## src/rtl/bgen_pkg.sv

```systemverilog
package bgen_pkg;

    localparam int BG_INT_W  = 14;
    localparam int BG_FRAC_W = 3;
    localparam int BG_N_W    = BG_INT_W + 1;
    localparam int BG_MAX_N  = 1 << BG_INT_W;

    typedef enum logic [1:0] {
        ST_COUNT   = 2'd0,
        ST_STRETCH = 2'd1,
        ST_FAST    = 2'd2
    } bg_state_e;

    typedef struct packed {
        logic [BG_N_W-1:0]    n;
        logic [BG_FRAC_W-1:0] frac;
        logic                 fast;
    } bg_div_t;

    // Turn a raw setting into the divisor actually used.
    function automatic bg_div_t bg_map(input logic [BG_INT_W-1:0]  i_code,
                                       input logic [BG_FRAC_W-1:0] f_code);
        bg_div_t d;
        d.n    = {1'b0, i_code};
        d.frac = f_code;
        d.fast = 1'b0;
        if (i_code == '0) begin
            d.n = BG_N_W'(BG_MAX_N);
        end else if (i_code == BG_INT_W'(1)) begin
            if (f_code == '0) begin
                d.fast = 1'b1;
            end else begin
                d.n    = BG_N_W'(2);
                d.frac = '0;
            end
        end
        return d;
    endfunction

endpackage

```

## src/rtl/bgen_cfg_hold.sv

```systemverilog
module bgen_cfg_hold
    import bgen_pkg::*;
(
    input  logic                 clk,
    input  logic                 rst,
    input  logic                 cfg_load,
    input  logic [BG_INT_W-1:0]  cfg_int,
    input  logic [BG_FRAC_W-1:0] cfg_frac,
    input  logic                 os_tick,
    output bg_div_t              pend,
    output logic                 pend_valid
);

    bg_div_t mapped;

    assign mapped = bg_map(cfg_int, cfg_frac);

    // Last load wins; the pending entry is consumed at a strobe boundary.
    always_ff @(posedge clk) begin
        if (rst) begin
            pend       <= '0;
            pend_valid <= 1'b0;
        end else if (cfg_load) begin
            pend       <= mapped;
            pend_valid <= 1'b1;
        end else if (os_tick && pend_valid) begin
            pend_valid <= 1'b0;
        end
    end

    // remapped divisors stay within the legal span
    always_comb begin
        if (!rst) begin
            p_map_legal_r6: assert (mapped.n >= BG_N_W'(1) && mapped.n <= BG_N_W'(BG_MAX_N)
                                    && (mapped.fast == (mapped.n == BG_N_W'(1))));
        end
    end

    // a pending setting is consumed by the strobe that ends the period
    p_pend_consumed_r7: assert property (@(posedge clk) disable iff (rst)
        (pend_valid && os_tick && !cfg_load) |=> !pend_valid);

endmodule

```

## src/rtl/bgen_core.sv

```systemverilog
module bgen_core
    import bgen_pkg::*;
#(
    parameter logic [BG_INT_W-1:0]  RST_INT  = 14'd26,
    parameter logic [BG_FRAC_W-1:0] RST_FRAC = 3'd0
) (
    input  logic    clk,
    input  logic    rst,
    input  bg_div_t pend,
    input  logic    pend_valid,
    output logic    os_tick
);

    localparam int      CNT_W   = BG_INT_W;
    localparam bg_div_t RST_DIV = bg_map(RST_INT, RST_FRAC);

    bg_state_e             state_q, state_d;
    logic [CNT_W-1:0]      cnt_q, cnt_d;
    logic [BG_FRAC_W-1:0]  acc_q, acc_d;
    bg_div_t               act_q, act_d;
    logic [BG_FRAC_W:0]    sum;
    logic                  take;
    bg_div_t               nxt_div;

    assign sum     = {1'b0, acc_q} + {1'b0, act_q.frac};
    assign take    = os_tick && pend_valid;
    assign nxt_div = take ? pend : act_q;

    // State register
    always_ff @(posedge clk) begin
        if (rst) begin
            state_q <= RST_DIV.fast ? ST_FAST : ST_COUNT;
            cnt_q   <= CNT_W'(RST_DIV.n - BG_N_W'(1));
            acc_q   <= '0;
            act_q   <= RST_DIV;
        end else begin
            state_q <= state_d;
            cnt_q   <= cnt_d;
            acc_q   <= acc_d;
            act_q   <= act_d;
        end
    end

    // Output decode
    always_comb begin
        os_tick = 1'b0;
        unique case (state_q)
            ST_COUNT:   os_tick = (cnt_q == '0) && !sum[BG_FRAC_W];
            ST_STRETCH: os_tick = 1'b1;
            ST_FAST:    os_tick = 1'b1;
            default:    os_tick = 1'b0;
        endcase
    end

    // Next-state logic
    always_comb begin
        state_d = state_q;
        cnt_d   = cnt_q;
        acc_d   = acc_q;
        act_d   = act_q;
        unique case (state_q)
            ST_COUNT: begin
                if (cnt_q == '0) begin
                    acc_d = sum[BG_FRAC_W-1:0];
                    if (sum[BG_FRAC_W]) begin
                        state_d = ST_STRETCH;
                    end
                end else begin
                    cnt_d = cnt_q - CNT_W'(1);
                end
            end
            ST_STRETCH: begin
                state_d = ST_COUNT;
            end
            ST_FAST: begin
                state_d = ST_FAST;
            end
            default: begin
                state_d = ST_COUNT;
            end
        endcase
        if (os_tick) begin
            act_d   = nxt_div;
            state_d = nxt_div.fast ? ST_FAST : ST_COUNT;
            cnt_d   = CNT_W'(nxt_div.n - BG_N_W'(1));
            if (take) begin
                acc_d = '0;
            end
        end
    end

    // Cycles elapsed in the current period, kept for checking only
    logic [BG_N_W-1:0] since_q;
    always_ff @(posedge clk) begin
        if (rst) begin
            since_q <= '0;
        end else if (os_tick) begin
            since_q <= '0;
        end else begin
            since_q <= since_q + BG_N_W'(1);
        end
    end

    // each period lasts n cycles, or n+1 only when a fraction is set
    p_period_len_r3: assert property (@(posedge clk) disable iff (rst)
        os_tick |-> ((since_q + BG_N_W'(1)) == act_q.n)
                    || ((since_q == act_q.n) && (act_q.frac != '0)));

    // a stretch never lasts more than one cycle
    p_stretch_single_r3: assert property (@(posedge clk) disable iff (rst)
        (state_q == ST_STRETCH) |=> (state_q != ST_STRETCH));

    // the setting in force changes only right after a strobe
    p_cfg_stable_r7: assert property (@(posedge clk) disable iff (rst)
        !os_tick |=> ($stable(act_q.n) && $stable(act_q.frac)));

endmodule

```

## src/rtl/bgen_os_div.sv

```systemverilog
module bgen_os_div #(
    parameter int RATIO = 16
) (
    input  logic clk,
    input  logic rst,
    input  logic os_tick,
    output logic baud_tick
);

    localparam int W = $clog2(RATIO);

    logic [W-1:0] cnt_q;

    assign baud_tick = os_tick && (cnt_q == W'(RATIO - 1));

    always_ff @(posedge clk) begin
        if (rst) begin
            cnt_q <= '0;
        end else if (os_tick) begin
            cnt_q <= (cnt_q == W'(RATIO - 1)) ? '0 : cnt_q + W'(1);
        end
    end

    // per-bit strobes are never back to back
    p_baud_gap_r9: assert property (@(posedge clk) disable iff (rst)
        baud_tick |=> !baud_tick);

endmodule

```

## src/rtl/frac_baud_gen.sv

```systemverilog
module frac_baud_gen
    import bgen_pkg::*;
#(
    parameter logic [BG_INT_W-1:0]  RST_INT  = 14'd26,
    parameter logic [BG_FRAC_W-1:0] RST_FRAC = 3'd0,
    parameter int                   OS_RATIO = 16
) (
    input  logic                 clk,
    input  logic                 rst,
    input  logic                 cfg_load,
    input  logic [BG_INT_W-1:0]  cfg_int,
    input  logic [BG_FRAC_W-1:0] cfg_frac,
    output logic                 os_tick,
    output logic                 baud_tick
);

    bg_div_t pend;
    logic    pend_valid;

    bgen_cfg_hold u_hold (
        .clk        (clk),
        .rst        (rst),
        .cfg_load   (cfg_load),
        .cfg_int    (cfg_int),
        .cfg_frac   (cfg_frac),
        .os_tick    (os_tick),
        .pend       (pend),
        .pend_valid (pend_valid)
    );

    bgen_core #(
        .RST_INT  (RST_INT),
        .RST_FRAC (RST_FRAC)
    ) u_core (
        .clk        (clk),
        .rst        (rst),
        .pend       (pend),
        .pend_valid (pend_valid),
        .os_tick    (os_tick)
    );

    bgen_os_div #(
        .RATIO (OS_RATIO)
    ) u_div (
        .clk       (clk),
        .rst       (rst),
        .os_tick   (os_tick),
        .baud_tick (baud_tick)
    );

endmodule

```

## config.mk

```make
export PLATFORM = sky130hd
export DESIGN_NAME = frac_baud_gen
export DESIGN_NICKNAME = d
export VERILOG_FILES = /design/src/rtl/bgen_pkg.sv /design/src/rtl/bgen_cfg_hold.sv /design/src/rtl/bgen_core.sv /design/src/rtl/bgen_os_div.sv /design/src/rtl/frac_baud_gen.sv
export SDC_FILE = /design/constraint.sdc
export NUM_CORES = 1
export LEC_CHECK = 0
export ABC_AREA = 0
export BUFFER_PORTS_ARGS = -buffer_cell sky130_fd_sc_hd__buf_2
export CORE_ASPECT_RATIO = 0.9
export CORE_UTILIZATION = 40
export CTS_CLUSTER_SIZE = 20
export DETAILED_ROUTE_END_ITERATION = 8
export PLACE_DENSITY = 0.57
export RECOVER_POWER = 100
export SLEW_MARGIN = 20
export SYNTH_ARGS = -nofsm -noshare
export SYNTH_HDL_FRONTEND = slang
export SYNTH_SLANG_ARGS = --single-unit
```

## constraint.sdc

```tcl
create_clock -name clk -period 5.4 [get_ports clk]
set_input_delay 1.08 -clock clk [delete_from_list [all_inputs] [get_ports clk]]
set_output_delay 1.08 -clock clk [all_outputs]
set_load 0.01 [all_outputs]
```

==> metrics.md, run 1 <==
| Metric | Value |
|---|---|
| Synth Area in XOR/XNOR | `between 2 and 3%` |
| 1st-iter DRT viols | `142` |
| CTS Hold Buffers Added | `0` |
| Antenna-violating nets left | `0` |
| Row count | `31` |
| CTS Sinks | `60` |
| CP peak stage delay | `600 ps` |
| Rel. slew slack | `between 10% and 20%` |
| Post-CTS Resized | `0` |
| Post-Synth Adder-Cell Area | `about 3.6%` |
| Final hold viol count | `0` |
| Leakage power | `1.37 nW` |
| Worst path bufs/invs | `0` |
| Worst-path clk slew | `roughly 80 ps` |
| Yosys Warn Count | `0` |
| Vias in the first global route | `2739` |
| Syn Nets | `445` |
| Post-synthesis cell type count | `56` |
| Setup TNS | `0 ps` |
| Worst R2R Setup Slack | `990 ps` |
| Routed wire per std cell | `between 15 and 20 µm` |
| DRC | `0` |
| Most common cell in the synthesized netlist | `dfxtp_1` |
| Antenna cells | `0` |
| Worst setup startpoint | `u_core.cnt_q[8]` |
| Post-CTS Setup Bufs | `0` |
| Post-synthesis cell count | `~420` |
| HPWL after detailed placement | `5700 µm` |
| Slew Limit Fails | `0` |
| Final Instance Count excl. Fillers | `532` |
| Initial antenna violation count | `0` |
| Largest net degree at the start of global routing | `34` |
| Setup CP Type | `flip-flop to flip-flop` |
| Cell area after synthesis | `3330 µm²` |
| Ys async rst share | `0%` |
| Overflow after GRT | `0` |
| DIE HEIGHT | `between 80 and 90 µm` |
| Worst r2r path cells | `11` |
| Layout cells sized above 1 | `a little under an eighth` |
| Post-synth top area share | `36.1%` |
| Status | `finished, final reports clean` |
| Clock root cell | `clkbuf_8` |
| EDFF count, synth | `0` |
| Placed cells | `516` |
| TritonRoute pass-1 iters | `6` |
| Crit-path leading delay family | `simple AND/OR/NAND/NOR gates` |
| Cell taking the most area after synthesis | `dfxtp_1` |
| P&R area growth vs syn | `9.17%` |
| CTS tree | `built` |
| Skew final | `11.7 ps` |
| Worst Path Required | `5640 ps` |
| Least-Margin Pin Slew | `roughly 1300 ps` |
| Crit path capture | `u_core.cnt_q[12]` |
| Reg2Reg Capture Point | `u_core.cnt_q[12]` |
| FF+latch count, synth | `60` |
| Synth Area in Simple Gates | `about 30%` |
| Arrival @ worst endpoint | `4660 ps` |
| Instance count on the critical path | `11` |
| Worst path slowest cell | `or4_1` |
| Clock Latency Late Sink | `350 ps` |
| Critical Path Sink Type | `flip-flop` |
| Period utilization | `81.7%` |
| GP Congestion | `0.787` |
| Post-synthesis area per instance | `8.00 µm²` |
| Worst vdd ir | `160 µV` |
| DIE AREA | `8690 µm²` |
| Tmin final | `4410 ps` |
| Crit path top cell by count | `or4_1` |
| Reg-to-reg critical path startpoint | `u_core.cnt_q[8]` |
| Via density | `around 5.5` |
| Most frequent cells after synthesis | `dfxtp_1, nand2_1, a21oi_1, nor2_1, mux2i_1` |
| Tot GR Track Use | `20.4%` |
| I/O Pins | `22` |
| Initial Utilization | `41.3%` |
| H-Tree Depth | `3` |
| Setup violators final | `0` |
| Maximum clock insertion buffer count | `2` |
| Min-delay worst type | `flip-flop to flip-flop` |
| Compound-cell area share of the yosys netlist | `16.5%` |
| First-pass GRT wire length | `~14000 µm` |
| Nets | `about 460` |
| Total Wirelength | `8060 µm` |
| Top FF cell, synth | `dfxtp_1` |
| Maxcap violations | `0` |
| IO buf count | `21` |
| Unrepaired setup endpoints after global routing | `false` |
| Mux contribution to synthesized area | `6.73%` |
| Synth top area cells | `dfxtp_1, a21oi_1, nand2_1` |
| Fmax | `between 0.2 and 0.25 GHz` |
| Via Count | `between 2000 and 3000` |
| PwrDens | `352 nW/µm²` |
| Startpoint types | `flip-flop` |
| Core area | `8070 µm²` |
| CTS buffer count | `9` |
| Worst Path Max Fanout | `24` |
| Main combinational cell family by area after synthesis | `simple AND/OR/NAND/NOR gates` |
| Sequential area share after synthesis | `36.1%` |
| Die width | `around 100 µm` |
| Cells along the critical path | `or4_1, or4_1, o31a_1, a21oi_1, ha_1, nor4bb_1, o21bai_1, nor3b_1, nand3_2, nor4b_1, a211o_1` |
placed cells by master (no fill, tap or decap), drive strengths merged, types with 4 or more instances in the layout:
cell    count
inv        11
mux2i      19
ha          8
nor3b       6
a21oi      44
nand2b     10
clkbuf     14
xor2        8
nor3       14
buf        19
nor4        9
nand2      53
nand3      11
dfxtp      60
a211oi      6
o21ai      16
nor2b      11
nor2       43
or3         6
nand3b      4
and2        6
metal layers:
layer / vias up / track usage (%) / wire length [µm] / share of wire, %
met3: 5 / 5.21 / 359 / 4.5
met1: 1386 / 26.1 / 3860 / 48
li1: 1492 / - / - / -
met5: - / 0 / 0 / 0
met4: 0 / 5.43 / 73 / 0.91
met2: 55 / 34.4 / 3760 / 47
worst min-delay path by stage:
stage / from / to / slack [ps] / cells after the start
2_1_floorplan: u_core.act_q[0] / u_core.act_q[0] / 430 / 2
4_1_cts: u_core.act_q[16] / u_core.act_q[16] / 460 / 2
3_3_place_gp: u_core.act_q[16] / u_core.act_q[16] / 440 / 2
3_5_place_dp: u_core.act_q[16] / u_core.act_q[16] / 450 / 2
6_report: u_core.act_q[16] / u_core.act_q[16] / 460 / 2
5_1_grt: u_core.act_q[16] / u_core.act_q[16] / 480 / 2
through the flow:
stage	setup slack (ps)	instance area, µm²	hold WS, ps	total power, mW	util (%)
6_report	988	3630	459	1.28	45.0
5_1_grt	696	3630	483	1.37	45.0
4_1_cts	1310	3670	458	1.30	45.5
3_5_place_dp	1330	3470	446	0.885	43.0
3_3_place_gp	1470	3470	441	0.881	43.0
2_1_floorplan	1530	3330	432	0.818	-
tightest hold or removal path, stage by stage, from the launching register on:
cell and delay, ps:
dfxtp_1 320, nand2_1 50, a21oi_1 50
cell families after synthesis:
kind of cell | after synthesis
AO/OA/AOI/OAI | 90
flip-flops | 60
multiplexers | 22
AND/OR/NAND/NOR | 192
buffers and inverters | 33
adder cells (fa/ha/maj) | 9
XOR/XNOR | 10
final cells by class:
cell class	instances	area, µm²
Inverter	10	42.5
Tap cell	99	124
Clock inverter	7	75.1
Clock buffer	9	124
Multi-Input combinational cell	323	1950
Fill cell	841	4430
Timing Repair Buffer	24	119
Sequential cell	60	1200
flip-flops by register name, indices dropped and copies added (netlist names):
signal / count
u_core.acc_q: 3
u_div.cnt_q: 4
u_hold.pend: 18
u_core.cnt_q: 14
u_hold.pend_valid: 1
u_core.state_q: 2
u_core.act_q: 18
power breakdown:
group	switching (mW)	internal, mW	total [mW]
clock	0.197	0.215	0.412
combinational	0.213	0.134	0.347
sequential	0.0406	0.481	0.522
Power figures use the tool's default switching activity.
==> inputs of run 2 (changes only) <==
ABC_AREA = 1   (was 0)
PLACE_DENSITY = 0.59   (was 0.57)
clock period = 3.65 ns   (was 5.4 ns; I/O delays follow)
==> metrics.md, run 2 <==
| Metric | Value |
|---|---|
| Status | `finished, final reports clean` |
| Cell taking the most area after synthesis | `dfxtp_1` |
| Worst R2R Setup Slack | `530 ps (-460 ps)` |
| H-Tree Depth | `3 (unchanged)` |
| Least-Margin Pin Slew | `772 ps (-539 ps)` |
| CTS Sinks | `60 (unchanged)` |
| Commonest non-fill, non-tap cell in the layout | `nand2_1` |
| CTS tree | `built` |
| Top FF cell, synth | `dfxtp_1` |
| Post-CTS Resized | `0 (unchanged)` |
| Total Wirelength | `6830 µm (-15%)` |
| Hold Path End | `u_core.act_q[7]` |
| Layout cells sized above 1 | `11.5% (about the same)` |
| Synth Area in XOR/XNOR | `1.74% (-0.89 points)` |
| Maxcap violations | `0 (unchanged)` |
| Post-synthesis area per instance | `7.19 µm² (-10%)` |
| Main combinational cell family by area after synthesis | `simple AND/OR/NAND/NOR gates` |
| Min Hold Slack | `457 ps (-2.28 ps)` |
| Min-delay src | `u_core.act_q[7]` |
| Post-DP Area | `3190 µm² (-8.1%)` |
| Clock root cell | `clkbuf_8` |
| CTS Hold Buffers Added | `0 (unchanged)` |
| Nets | `468 (+2.4%)` |
| Cells along the critical path | `ha_1, a21oi_1, nand3_1, o21bai_4, nand2_2, inv_2, buf_4, clkbuf_1` |
| Synth Area in Simple Gates | `33.0% (+3.1 points)` |
| Vias in the first global route | `2601 (-5.0%)` |
| Initial antenna violation count | `0 (unchanged)` |
| Rel. slew slack | `48.5% (+36 points)` |
| Tot GR Track Use | `18.8% (-1.6 points)` |
| Storage cell area | `1200 µm² (unchanged)` |
| Crit-path leading delay family | `buffers and inverters` |
| Post-synthesis cell count | `421 (+1.2%)` |
| Antenna cells | `0 (unchanged)` |
| Pre-CTS WS | `819 ps (-510 ps)` |
| Post-route cell area | `3360 µm² (-7.6%)` |
| Sequential area share after synthesis | `39.7% (+3.6 points)` |
| Slew Limit Fails | `0 (unchanged)` |
| 1st-iter DRT viols | `94 (-34%)` |
| Power Total | `2.10 mW (+64%)` |
| Syn Nets | `450 (+1.1%)` |
| Worst r2r path cells | `16 (+5)` |
| Largest net degree at the start of global routing | `40 (+18%)` |
| Mux contribution to synthesized area | `0.662% (-6.1 points)` |
| Core area | `7180 µm² (-11%)` |
| Leakage power | `1.51 nW (+10%)` |
| Most frequent cells after synthesis | `nand2_1, dfxtp_1, a21oi_1, inv_1, nand3_1` |
| Reg-to-reg critical path startpoint | `u_core.act_q[3]` |
| FF+latch count, synth | `60 (unchanged)` |
| GP Congestion | `0.834 (+6.1%)` |
| Cell area after synthesis | `3030 µm² (-9.1%)` |
| Initial Utilization | `42.1% (+0.86 points)` |
| Startpoint types | `flip-flop` |
| Worst Path Required | `2920 ps (-2720 ps)` |
| Min-delay worst type | `flip-flop to flip-flop` |
| TritonRoute pass-1 iters | `4 (-2)` |
| Routed wire per std cell | `12.8 µm (-16%)` |
| Ys async rst share | `0% (unchanged)` |
| Post-CTS Setup Bufs | `0 (unchanged)` |
| Post-synth top area share | `39.7% (+3.6 points)` |
| CP peak stage delay | `340 ps (-260 ps)` |
| Reg2Reg Capture Point | `u_core.cnt_q[10]` |
| Die width | `93.7 µm (-4.6%)` |
| CTS buffer count | `9 (unchanged)` |
| Tmin final | `3150 ps` |
| IO buf count | `21 (unchanged)` |
| Arrival @ worst endpoint | `2420 ps (-2240 ps)` |
| DRC | `0 (unchanged)` |
| Hold path depth | `2 (unchanged)` |
| Skew final | `5.16 ps (-6.53 ps)` |
| Worst setup margin | `498 ps (-490 ps)` |
| Setup violators final | `0 (unchanged)` |
| Worst vdd ir | `286 µV (+79%)` |
| Most common cell in the synthesized netlist | `nand2_1` |
| Final hold viol count | `0 (unchanged)` |
| Largest registers | `u_core.act_q: 18 flops, u_hold.pend: 18 flops, u_core.cnt_q: 14 flops` |
| Overflow after GRT | `0 (unchanged)` |
| Final core utilization | `46.7% (+1.7 points)` |
| Commonest non-fill, non-tap cells in the layout | `nand2_1, dfxtp_1, a21oi_1` |
| PwrDens | `626 nW/µm² (+78%)` |
| Period utilization | `a little under nine tenths` |
| I/O Pins | `22 (unchanged)` |
| P&R area growth vs syn | `10.9%` |
| DIE HEIGHT | `84.5 µm (-4.6%)` |
| Synth top area cells | `dfxtp_1, nand2_1, a21oi_1` |
| Row count | `29 (-6.5%)` |
| Worst path bufs/invs | `3 (+3)` |
| Area taken by multi-input logic gates | `1570 µm² (-20%)` |
| Antenna-violating nets left | `0 (unchanged)` |
| First-pass GRT wire length | `11700 µm (-15%)` |
| Maximum clock insertion buffer count | `2 (unchanged)` |
| EDFF count, synth | `0 (unchanged)` |
| Worst path slowest cell | `inv_2` |
| Compound-cell area share of the yosys netlist | `13.1% (-3.4 points)` |
| Final Instance Count excl. Fillers | `535 (+0.56%)` |
| Post-Synth Adder-Cell Area | `3.97% (+0.36 points)` |
| Fillcell total | `759 (-9.8%)` |
| Critical Path Sink Type | `output port` |
| Fmax | `0.317 GHz` |
| Via density | `5.15 (-6.8%)` |
| Worst setup startpoint | `u_core.act_q[3]` |
| Post-synthesis cell type count | `38 (-32%)` |
| Setup TNS | `0 ps (unchanged)` |
| Yosys Warn Count | `0 (unchanged)` |
| Clock Latency Late Sink | `330 ps (-20 ps)` |
| Placed cells | `521 (+0.97%)` |
| Unrepaired setup endpoints after global routing | `false` |
| Worst-path clk slew | `60 ps (-20 ps)` |
| DIE AREA | `7920 µm² (-8.9%)` |
| Via Count | `2755 (-6.2%)` |
| Setup CP Type | `flip-flop to output port` |
| Worst Path Max Fanout | `20 (-17%)` |
| HPWL after detailed placement | `4880 µm (-14%)` |
-- run 2: changes by cell type in the layout (fill, tap and decap cells not counted), moves of 11 or more --
| cell | change |
|---|---|
| mux2i_1 | -17 |
| nand4_1 | +15 |
| nand2_1 | +50 |
| inv_1 | +27 |
| nor2_1 | -11 |
| nand3_1 | +23 |
| nor2b_1 | -11 |
-- run 2: where the power goes --
part	internal, mW	leakage [nW]	total [mW]	switching (mW)
logic	0.247	0.925	0.732	0.485
clock network	0.344	0.0983	0.584	0.240
registers	0.736	0.491	0.785	0.0489
-- run 2: logic make-up (layout without fill, tap and decap cells) --
kind of cell | count (synthesis) | count (layout)
flip-flops | 60 | 60
adder cells (fa/ha/maj) | 9 | 9
AND/OR/NAND/NOR | 213 | 213
XOR/XNOR | 6 | 6
buffers and inverters | 57 | 78
multiplexers | 2 | 2
AO/OA/AOI/OAI | 74 | 74
-- run 2: area by class of cell --
type | instances | area share, %
clock buffers | 12 | 4.62
clock inverters | 2 | 1.04
inverters | 38 | 4.25
multi-input cells | 304 | 46.7
flip-flops and latches | 60 | 35.8
well taps | 93 | 3.47
repair buffers | 26 | 4.14
-- run 2: worst max-delay path by stage --
stage | endpoint | slack (ps) | depth (start not counted)
2_1_floorplan | u_core.cnt_q[12] | 1250 | 17
3_3_place_gp | u_core.cnt_q[12] | 890 | 16
3_5_place_dp | u_core.cnt_q[12] | 820 | 16
6_report | os_tick | 500 | 8
4_1_cts | os_tick | 480 | 8
5_1_grt | u_core.cnt_q[12] | 180 | 16
-- run 2: tightest hold or removal path, delay by kind of cell (launching register included) --
| kind | cells | cell delay [ps] |
|---|---|---|
| flops | 1 | 310 |
| simple gates | 2 | 120 |
-- run 2: layer usage --
layer  part of all wire [%]  up-vias  GRT usage (%)
met5                      0        -              0
met2                     44       39           29.5
met4                   0.67        0           4.34
met1                     52     1278           25.3
met3                    3.1        7           5.80
li1                       -     1431              -
